### src/rtl/i2c_scl_pkg.sv
package i2c_scl_pkg;
    typedef enum logic [2:0] {
        PH_IDLE,
        PH_HOLD,
        PH_LOW,
        PH_WAIT,
        PH_HIGH
    } phase_e;

    localparam int HOLD_EXTRA = 2;  // start hold spans hcnt+3 cycles
    localparam int HIGH_EXTRA = 6;  // counted high spans hcnt+7 cycles
endpackage

### src/rtl/scl_cfg_latch.sv
module scl_cfg_latch #(
    parameter int CNT_W = 16
) (
    input  logic             clk,
    input  logic             rst_n,
    input  logic             enable,
    input  logic             fast_sel,
    input  logic [CNT_W-1:0] std_hcnt,
    input  logic [CNT_W-1:0] std_lcnt,
    input  logic [CNT_W-1:0] fast_hcnt,
    input  logic [CNT_W-1:0] fast_lcnt,
    output logic [CNT_W-1:0] hcnt,
    output logic [CNT_W-1:0] lcnt
);
    typedef struct packed {
        logic [CNT_W-1:0] hcnt;
        logic [CNT_W-1:0] lcnt;
    } cfg_s;

    cfg_s cfg_d, cfg_q;

    always_comb begin
        cfg_d = cfg_q;
        if (!enable) begin
            cfg_d.hcnt = fast_sel ? fast_hcnt : std_hcnt;
            cfg_d.lcnt = fast_sel ? fast_lcnt : std_lcnt;
        end
    end

    always_ff @(posedge clk or negedge rst_n) begin
        if (!rst_n) cfg_q <= '0;
        else        cfg_q <= cfg_d;
    end

    assign hcnt = cfg_q.hcnt;
    assign lcnt = cfg_q.lcnt;

    AST_CFG_FROZEN: assert property (@(posedge clk) disable iff (!rst_n)
        (enable && $past(enable)) |-> ($stable(hcnt) && $stable(lcnt)));
endmodule

### src/rtl/scl_phase_fsm.sv
module scl_phase_fsm
    import i2c_scl_pkg::*;
#(
    parameter int CNT_W = 16
) (
    input  logic             clk,
    input  logic             rst_n,
    input  logic             enable,
    input  logic             scl_in,
    input  logic [CNT_W-1:0] hcnt,
    input  logic [CNT_W-1:0] lcnt,
    output logic             scl_pull_low,
    output logic             start_stb,
    output logic             sample_stb,
    output logic             drive_stb
);
    localparam int CW = CNT_W + 1;

    typedef struct packed {
        phase_e        ph;
        logic [CW-1:0] cnt;
    } seq_s;

    seq_s seq_d, seq_q;

    logic [CW-1:0] hold_last, high_last, low_last, mid_low;

    assign hold_last = {1'b0, hcnt} + CW'(HOLD_EXTRA);
    assign high_last = {1'b0, hcnt} + CW'(HIGH_EXTRA);
    assign low_last  = {1'b0, lcnt};
    assign mid_low   = {2'b00, lcnt[CNT_W-1:1]};

    always_comb begin
        seq_d     = seq_q;
        seq_d.cnt = seq_q.cnt + CW'(1);
        unique case (seq_q.ph)
            PH_IDLE: begin
                seq_d.cnt = '0;
                seq_d.ph  = PH_HOLD;
            end
            PH_HOLD: if (seq_q.cnt == hold_last) begin
                seq_d.ph  = PH_LOW;
                seq_d.cnt = '0;
            end
            PH_LOW: if (seq_q.cnt == low_last) begin
                seq_d.ph  = PH_WAIT;
                seq_d.cnt = '0;
            end
            PH_WAIT: begin
                seq_d.cnt = '0;
                if (scl_in) seq_d.ph = PH_HIGH;
            end
            PH_HIGH: if (seq_q.cnt == high_last) begin
                seq_d.ph  = PH_LOW;
                seq_d.cnt = '0;
            end
            default: begin
                seq_d.ph  = PH_IDLE;
                seq_d.cnt = '0;
            end
        endcase
        if (!enable) begin
            seq_d.ph  = PH_IDLE;
            seq_d.cnt = '0;
        end
    end

    always_ff @(posedge clk or negedge rst_n) begin
        if (!rst_n) seq_q <= '{ph: PH_IDLE, cnt: '0};
        else        seq_q <= seq_d;
    end

    assign scl_pull_low = (seq_q.ph == PH_LOW);
    assign start_stb    = (seq_q.ph == PH_HOLD) && (seq_q.cnt == '0);
    assign sample_stb   = (seq_q.ph == PH_HIGH) && (seq_q.cnt == '0);
    assign drive_stb    = (seq_q.ph == PH_LOW)  && (seq_q.cnt == mid_low);

    AST_DISABLE_RELEASE: assert property (@(posedge clk) disable iff (!rst_n)
        !enable |=> (!scl_pull_low && !start_stb && !sample_stb && !drive_stb));
    AST_START_RELEASED: assert property (@(posedge clk) disable iff (!rst_n)
        start_stb |-> !scl_pull_low);
    AST_STRETCH_WAITS: assert property (@(posedge clk) disable iff (!rst_n)
        (seq_q.ph == PH_WAIT && !scl_in && enable) |=> (seq_q.ph == PH_WAIT && !sample_stb));
    AST_SAMPLE_SEEN_HIGH: assert property (@(posedge clk) disable iff (!rst_n)
        sample_stb |-> (!scl_pull_low && $past(scl_in)));
    AST_DRIVE_IN_LOW: assert property (@(posedge clk) disable iff (!rst_n)
        drive_stb |-> scl_pull_low);
    AST_STB_EXCL: assert property (@(posedge clk) disable iff (!rst_n)
        $onehot0({start_stb, sample_stb, drive_stb}));
endmodule

### src/rtl/i2c_scl_gen.sv
module i2c_scl_gen #(
    parameter int CNT_W = 16
) (
    input  logic             clk,
    input  logic             rst_n,
    input  logic             enable,
    input  logic             fast_sel,
    input  logic [CNT_W-1:0] std_hcnt,
    input  logic [CNT_W-1:0] std_lcnt,
    input  logic [CNT_W-1:0] fast_hcnt,
    input  logic [CNT_W-1:0] fast_lcnt,
    input  logic             scl_in,
    output logic             scl_pull_low,
    output logic             start_stb,
    output logic             sample_stb,
    output logic             drive_stb
);
    logic [CNT_W-1:0] act_hcnt, act_lcnt;

    scl_cfg_latch #(.CNT_W(CNT_W)) u_cfg (
        .clk       (clk),
        .rst_n     (rst_n),
        .enable    (enable),
        .fast_sel  (fast_sel),
        .std_hcnt  (std_hcnt),
        .std_lcnt  (std_lcnt),
        .fast_hcnt (fast_hcnt),
        .fast_lcnt (fast_lcnt),
        .hcnt      (act_hcnt),
        .lcnt      (act_lcnt)
    );

    scl_phase_fsm #(.CNT_W(CNT_W)) u_fsm (
        .clk          (clk),
        .rst_n        (rst_n),
        .enable       (enable),
        .scl_in       (scl_in),
        .hcnt         (act_hcnt),
        .lcnt         (act_lcnt),
        .scl_pull_low (scl_pull_low),
        .start_stb    (start_stb),
        .sample_stb   (sample_stb),
        .drive_stb    (drive_stb)
    );

    AST_RESET_RELEASED: assert property (@(posedge clk) !rst_n |-> !scl_pull_low);
endmodule

### config.mk
export PLATFORM = sky130hd
export DESIGN_NAME = i2c_scl_gen
export DESIGN_NICKNAME = d
export VERILOG_FILES = /design/src/rtl/i2c_scl_pkg.sv /design/src/rtl/scl_cfg_latch.sv /design/src/rtl/scl_phase_fsm.sv /design/src/rtl/i2c_scl_gen.sv
export SDC_FILE = /design/constraint.sdc
export NUM_CORES = 1
export LEC_CHECK = 0
export BUFFER_PORTS_ARGS = -buffer_cell sky130_fd_sc_hd__clkbuf_2
export CAP_MARGIN = 20
export CORE_AREA = 2 2 112 114
export CTS_CLUSTER_SIZE = 12
export DETAILED_ROUTE_END_ITERATION = 7
export DIE_AREA = 0 0 114 116
export HOLD_SLACK_MARGIN = 0.02
export PLACE_DENSITY = 0.52
export SLEW_MARGIN = 20
export SYNTH_ARGS = -nofsm -noshare
export SYNTH_HDL_FRONTEND = slang
export SYNTH_SLANG_ARGS = --single-unit
### constraint.sdc
create_clock -name clk -period 3.4 [get_ports clk]
set_input_delay 0.68 -clock clk [delete_from_list [all_inputs] [get_ports clk]]
set_output_delay 0.68 -clock clk [all_outputs]
set_load 0.1 [all_outputs]
After elaboration in Yosys (flattened, before gate mapping)
Index checks and enable logic that the tools add are counted.

word-level totals
  bits in registers = 52
  input bits = 69
  output and inout bits = 4
  word-level logic and storage cells = 33

operators by class
  add/sub/neg operators = 3
  equal/unequal tests = 12
  muxes and demuxes = 8
  reductions and logical operators = 6

operators with widths
  operator               number
  $pmux 20 s5            1
  $mux 20                4
  $eq 17x17->1           2
  $mux 16                2
  $add 16x2->17 const B  1
  $add 16x3->17 const B  1
  $add 17x1->17 const B  1
  $eq 17x15->1           1
  $eq 17x16->1           1
  $logic_not 17->1       1
  $ne 3x2->1 const B     3
  $eq 3x2->1 const B     2
  $reduce_and 4->1       1
  $eq 3x1->1 const B     1
  $eq 3x3->1 const B     1
  $logic_and 1x1->1      3
  $logic_not 3->1        1
  $mux 3                 1
  $ne 3x3->1 const B     1

Longest topological paths before layout
  depth after elaboration = 5
  mapped depth = 12

By module
A second synthesis with hierarchy kept.

second synthesis, totals
  cells, all modules = 443
  area, all modules = 3946.3 µm²

modules (own cells, without submodules)
  module         instances  cells each  area each (µm²)
  scl_phase_fsm  1          304         2431.1
  scl_cfg_latch  1          139         1515.2

Worst setup path after synthesis
Ideal clock, no wire load.

  kind = flip-flop to output port
  start = register u_fsm.seq_q[18] (netlist bit)
  end = output drive_stb
  arrival = 4.250 ns
  data required time = 2.720 ns
  setup slack = -1.530 ns
  cell stages (with the launch flop) = 6
  path buffers = 1
  cells stage by stage = dfrtp_1 > bufbuf_16 > nand2b_1 > nor2_1 > nand4_1 > nor3_1

on the way
  cells in the longest elaborated chain, start to end = 2

RTL lines
  what                    line                 text
  from (decl)             scl_phase_fsm.sv:24  seq_s seq_d, seq_q;
  from (signal assigned)  scl_phase_fsm.sv:69  if (!rst_n) seq_q <= '{ph: PH_IDLE, cnt: '0};
  from (signal assigned)  scl_phase_fsm.sv:70  else seq_q <= seq_d;
  $eq 3x2->1              --
  via scl_pull_low        i2c_scl_gen.sv:13    output logic scl_pull_low,
  $logic_and 1x1->1       scl_phase_fsm.sv:76  assign drive_stb = (seq_q.ph == PH_LOW) && (seq_q.cnt == mid_low);
  to (decl)               i2c_scl_gen.sv:16    output logic drive_stb

The timed path passes the listed nets, and every way through them passes these cells.

Worst setup path in the final report
  start = register u_fsm.seq_q[10] (netlist bit)
  end = output sample_stb

on the way
  cells in the longest elaborated chain, start to end = 2

RTL lines
  what               line                 text
  $logic_not 17->1   scl_phase_fsm.sv:75  assign sample_stb = (seq_q.ph == PH_HIGH) && (seq_q.cnt == '0);
  $logic_and 1x1->1  scl_phase_fsm.sv:75
  to (decl)          i2c_scl_gen.sv:15    output logic sample_stb,

Every way passes these cells.

==> summary.txt <==
Placed design
  – Dpl hpwl: approximately 8300 microns
  – Placed Cells: 650
  – IO Port Bufs: 72
  – GP Congestion: around 0.89

Flow run
  – Max-cap violation count: 0

Synthesis
  – Syn_area_per_cell: about 9.0 sq um
  – Xor/xnor cell area share of the yosys netlist: approximately 16%
  – Synth top cells by count: 52 x dfrtp_1, 47 x nand2_1, 43 x o21ai_0
  – Most common cell in the synthesized netlist: dfrtp_1
  – Asr flop ratio synth: 100.0%
  – Combinational family with the most area after synthesis: simple AND/OR/NAND/NOR gates
  – Post-synthesis cell count: 460
  – Synthesized Nets: between 500 and 600
  – Top cell type's share of synthesized area: 31.53%
  – Commonest register cell after synthesis: dfrtp_1
  – Synth cell types: a little over 60
  – Yosys warns: 0
  – Simple-gate share of the synthesized area: a little under a quarter
  – Post-synthesis adder-cell area fraction: 1.213%
  – Number of synthesized flops with an enable pin: 0
  – Mux cell area share after synthesis: under 10%
  – Post-synthesis compound-gate area fraction: between 10% and 20%
  – Seq/Total Area, Yosys: 31.53%
  – Seq cells post-synth: 52
  – Synth area leader: dfrtp_1
  – Synth top area cells: dfrtp_1 32%, xor2_1 8.3%, mux2i_1 7.8%
  – Synthesized area: 4126 sq um

Worst hold path
  – Hold Crit Class: flip-flop to flip-flop
  – Hold wc startpoint: u_cfg.hcnt[0]
  – Worst Hold End: u_cfg.hcnt[0]
  – Hold Path Stages: 2

Clocking
  – Post-CTS Setup Inserts: 0
  – Num Clock Sinks: 52
  – PostCTS Resize Cnt: 0
  – Clock buffer depth: 2
  – H-tree depth: 2
  – Root Buffer: clkbuf_16
  – CTS Hold Bufs: 0
  – Clk_lat worst skew: around 300 ps
  – Num CTS Buffers: 5
  – TritonCTS clock tree: done
  – Clk slew on worst S/H paths: around 70 ps

Drt
  – Routed vias: 3,497
  – DRC Markers: 0
  – Total Routed Length: 10,880 microns
  – Detail Route Antenna Nets: 0
  – Mean number of vias per cell: 5.315
  – Initial DRC Count: slightly below 200
  – DR pass1 iterations: 4
  – DR WL/cell: between 15 and 20 microns

Setup path
  – Worst Reg-to-Reg Cells: 9
  – CP max-delay cell: or4b_2
  – Crit path depth: 5
  – Crit path launch type: flip-flop
  – Critical path peak fanout: 8
  – Reg-to-Reg End: u_fsm.seq_q[6]
  – WP data arrival: roughly 2600 ps
  – Critical path buffer and inverter count: 1
  – Top cell family by delay on the critical path: simple AND/OR/NAND/NOR gates
  – Cells along the critical path: nor4_1 > nand4_1 > or4b_2 > nor2_1 > buf_2
  – CP Data Required Time: ~2700 ps
  – R2R setup slack: 350 ps
  – RR Startpoint: u_cfg.hcnt[2]
  – Worst Setup End Kind: output port
  – Crit path kind: flip-flop to output port
  – Crit-path max cell delay: slightly below 700 ps

STA
  – Fmax: between 0.3 and 0.4 GHz
  – Worst clock skew: around 3.2 ps
  – Slew Limit Headroom: between 40% and 50%
  – Final setup fails: 0
  – RSZ-0062 raised after global routing: no
  – Final slew viol count: 0
  – Hold WS: just over 500 ps
  – Fin crit share: a little over nine tenths
  – Final hold violations: 0
  – Min Tclk post-route: about 3300 ps
  – Worst-margin pin slew: 824.8 ps

Cells and area
  – Layout cells sized above 1: between 20% and 30%
  – Finished Layout Cells: around 660
  – Ant diodes: 0
  – P&R area growth vs syn: 13.19%
  – Fin nets: 583

Floorplanning
  – DIE AREA: 13,220 sq um
  – Initial Util: 34.64%
  – DIE HEIGHT: about 120 microns
  – Chip width: 114 microns
  – I/O Pins: 73
  – Row cnt: 40
  – Core box area: approximately 12,000 sq um

Power and ir drop
  – Net Sw Power: 0.5189 mW
  – Worst vdd ir: around 0.16 mV
  – Clock network fraction of total power: between 30% and 40%
  – Seq pwr share: between 40% and 50%
  – Pint: 1.089 mW
  – Sw Ratio: 32.26%
  – Combinational cell fraction of total power: 21.1%
  – Leak: approximately 2.1 nW
  – Pwr per Cell Area: 344.3 nW/um^2

Global route
  – Number of global-route vias before repair: roughly 3,200
  – Largest net degree at the start of global routing: 68
  – Total Routing Usage GR: between 10% and 20%
  – Global-route wire length before repair: ~18,000 microns
  – Global route total overflow: 0
  – Initial antenna violation count: 0

Outcome
  – Outcome: completed
[placed cells by master (no fill, tap or decap), types with 2 or more instances in the layout]
cell / n
and4_4: 2
clkbuf_16: 5
nor3_1: 17
nor2_1: 18
nand4_1: 14
inv_1: 8
a211oi_1: 4
ha_1: 4
o21bai_1: 2
mux2i_1: 32
nor4_1: 12
nor4b_1: 2
xor2_1: 39
or4_2: 2
nand2b_1: 3
nand3_1: 13
o22ai_1: 2
nor3b_1: 4
nand2_1: 47
a31oi_1: 4
o2111ai_1: 5
o2111a_1: 2
nor3_2: 10
o21a_1: 2
a21oi_1: 5
clkbuf_2: 70
dfrtp_1: 52
and3_1: 9
o21ai_0: 43
buf_4: 13
xnor2_1: 32
nor2b_1: 2
[worst reg2reg max path, cell delays in order, from the launching register on]
cell	delay, ps
dfrtp_1	510
inv_1	80
ha_1	290
xnor2_1	140
nor4_1	690
o2111a_1	300
o2111ai_1	230
a221oi_4	350
buf_12	200
nor3_1	90
[kinds of logic (layout without fill, tap and decap cells)]
kind of cell | Yosys count | count (layout)
fa+ha+maj | 4 | 4
flops | 52 | 52
buf+inv | 50 | 101
compound gates | 81 | 81
xor+xnor | 72 | 72
simple gates | 169 | 169
mux | 32 | 32
[stage by stage]
step | power, mW | setup WS (ps) | utilization, % | TNS (ps) | cell area [sq um]
final | 1.608 | 110.1 | 39.21 | 0 | 4671
after global routing | 1.696 | 12.62 | 39.21 | 0 | 4671
after CTS | 1.625 | 71.84 | 39.21 | 0 | 4671
after detailed placement | 1.098 | 409.2 | 37.98 | 0 | 4524
after global placement | 1.094 | 430.5 | 37.98 | 0 | 4524
after floorplan | 0.9789 | -139.6 | - | -264.9 | 4140
[final cells by class]
type / count / area [sq um]
multi-input combinational: 358 / 2536
fill: 1216 / 7241
timing repair buffer: 85 / 473.0
tap: 147 / 183.9
clock buffer: 5 / 125.1
sequential: 52 / 1301
inverter: 8 / 30.03
clock inverter: 3 / 21.27
[registers in the layout, indices dropped and copies added, names as in the netlist]
name	flops
u_cfg.hcnt	16
u_cfg.lcnt	16
u_fsm.seq_q	20
[routing by layer]
metal / vias up / routed length, microns / track usage [%]
li1: 1740 / - / -
met1: 1651 / 5333 / 25.09
met2: 93 / 4893 / 26.67
met3: 13 / 459 / 2.301
met4: 0 / 192 / 5.203
met5: - / 0 / 0
[worst max-delay path by stage]
stage | start | slack, ps | endpoint
final | u_fsm.seq_q[10] | 110 | sample_stb
after global placement | u_fsm.seq_q[2] | 430 | sample_stb
after CTS | u_fsm.seq_q[10] | 70 | sample_stb
after detailed placement | u_cfg.hcnt[2] | 410 | u_fsm.seq_q[3]
after floorplan | u_fsm.seq_q[2] | -140 | sample_stb
after global routing | u_fsm.seq_q[10] | 10 | sample_stb
[power groups by stage]
stage	sequential [mW]	clock [mW]	combinational (mW)
after floorplan	0.707	0	0.272
after global routing	0.754	0.561	0.381
final	0.745	0.523	0.340
after detailed placement	0.757	0	0.341
after global placement	0.756	0	0.338
after CTS	0.744	0.538	0.343
No activity file was read; power rests on OpenSTA's default activity.
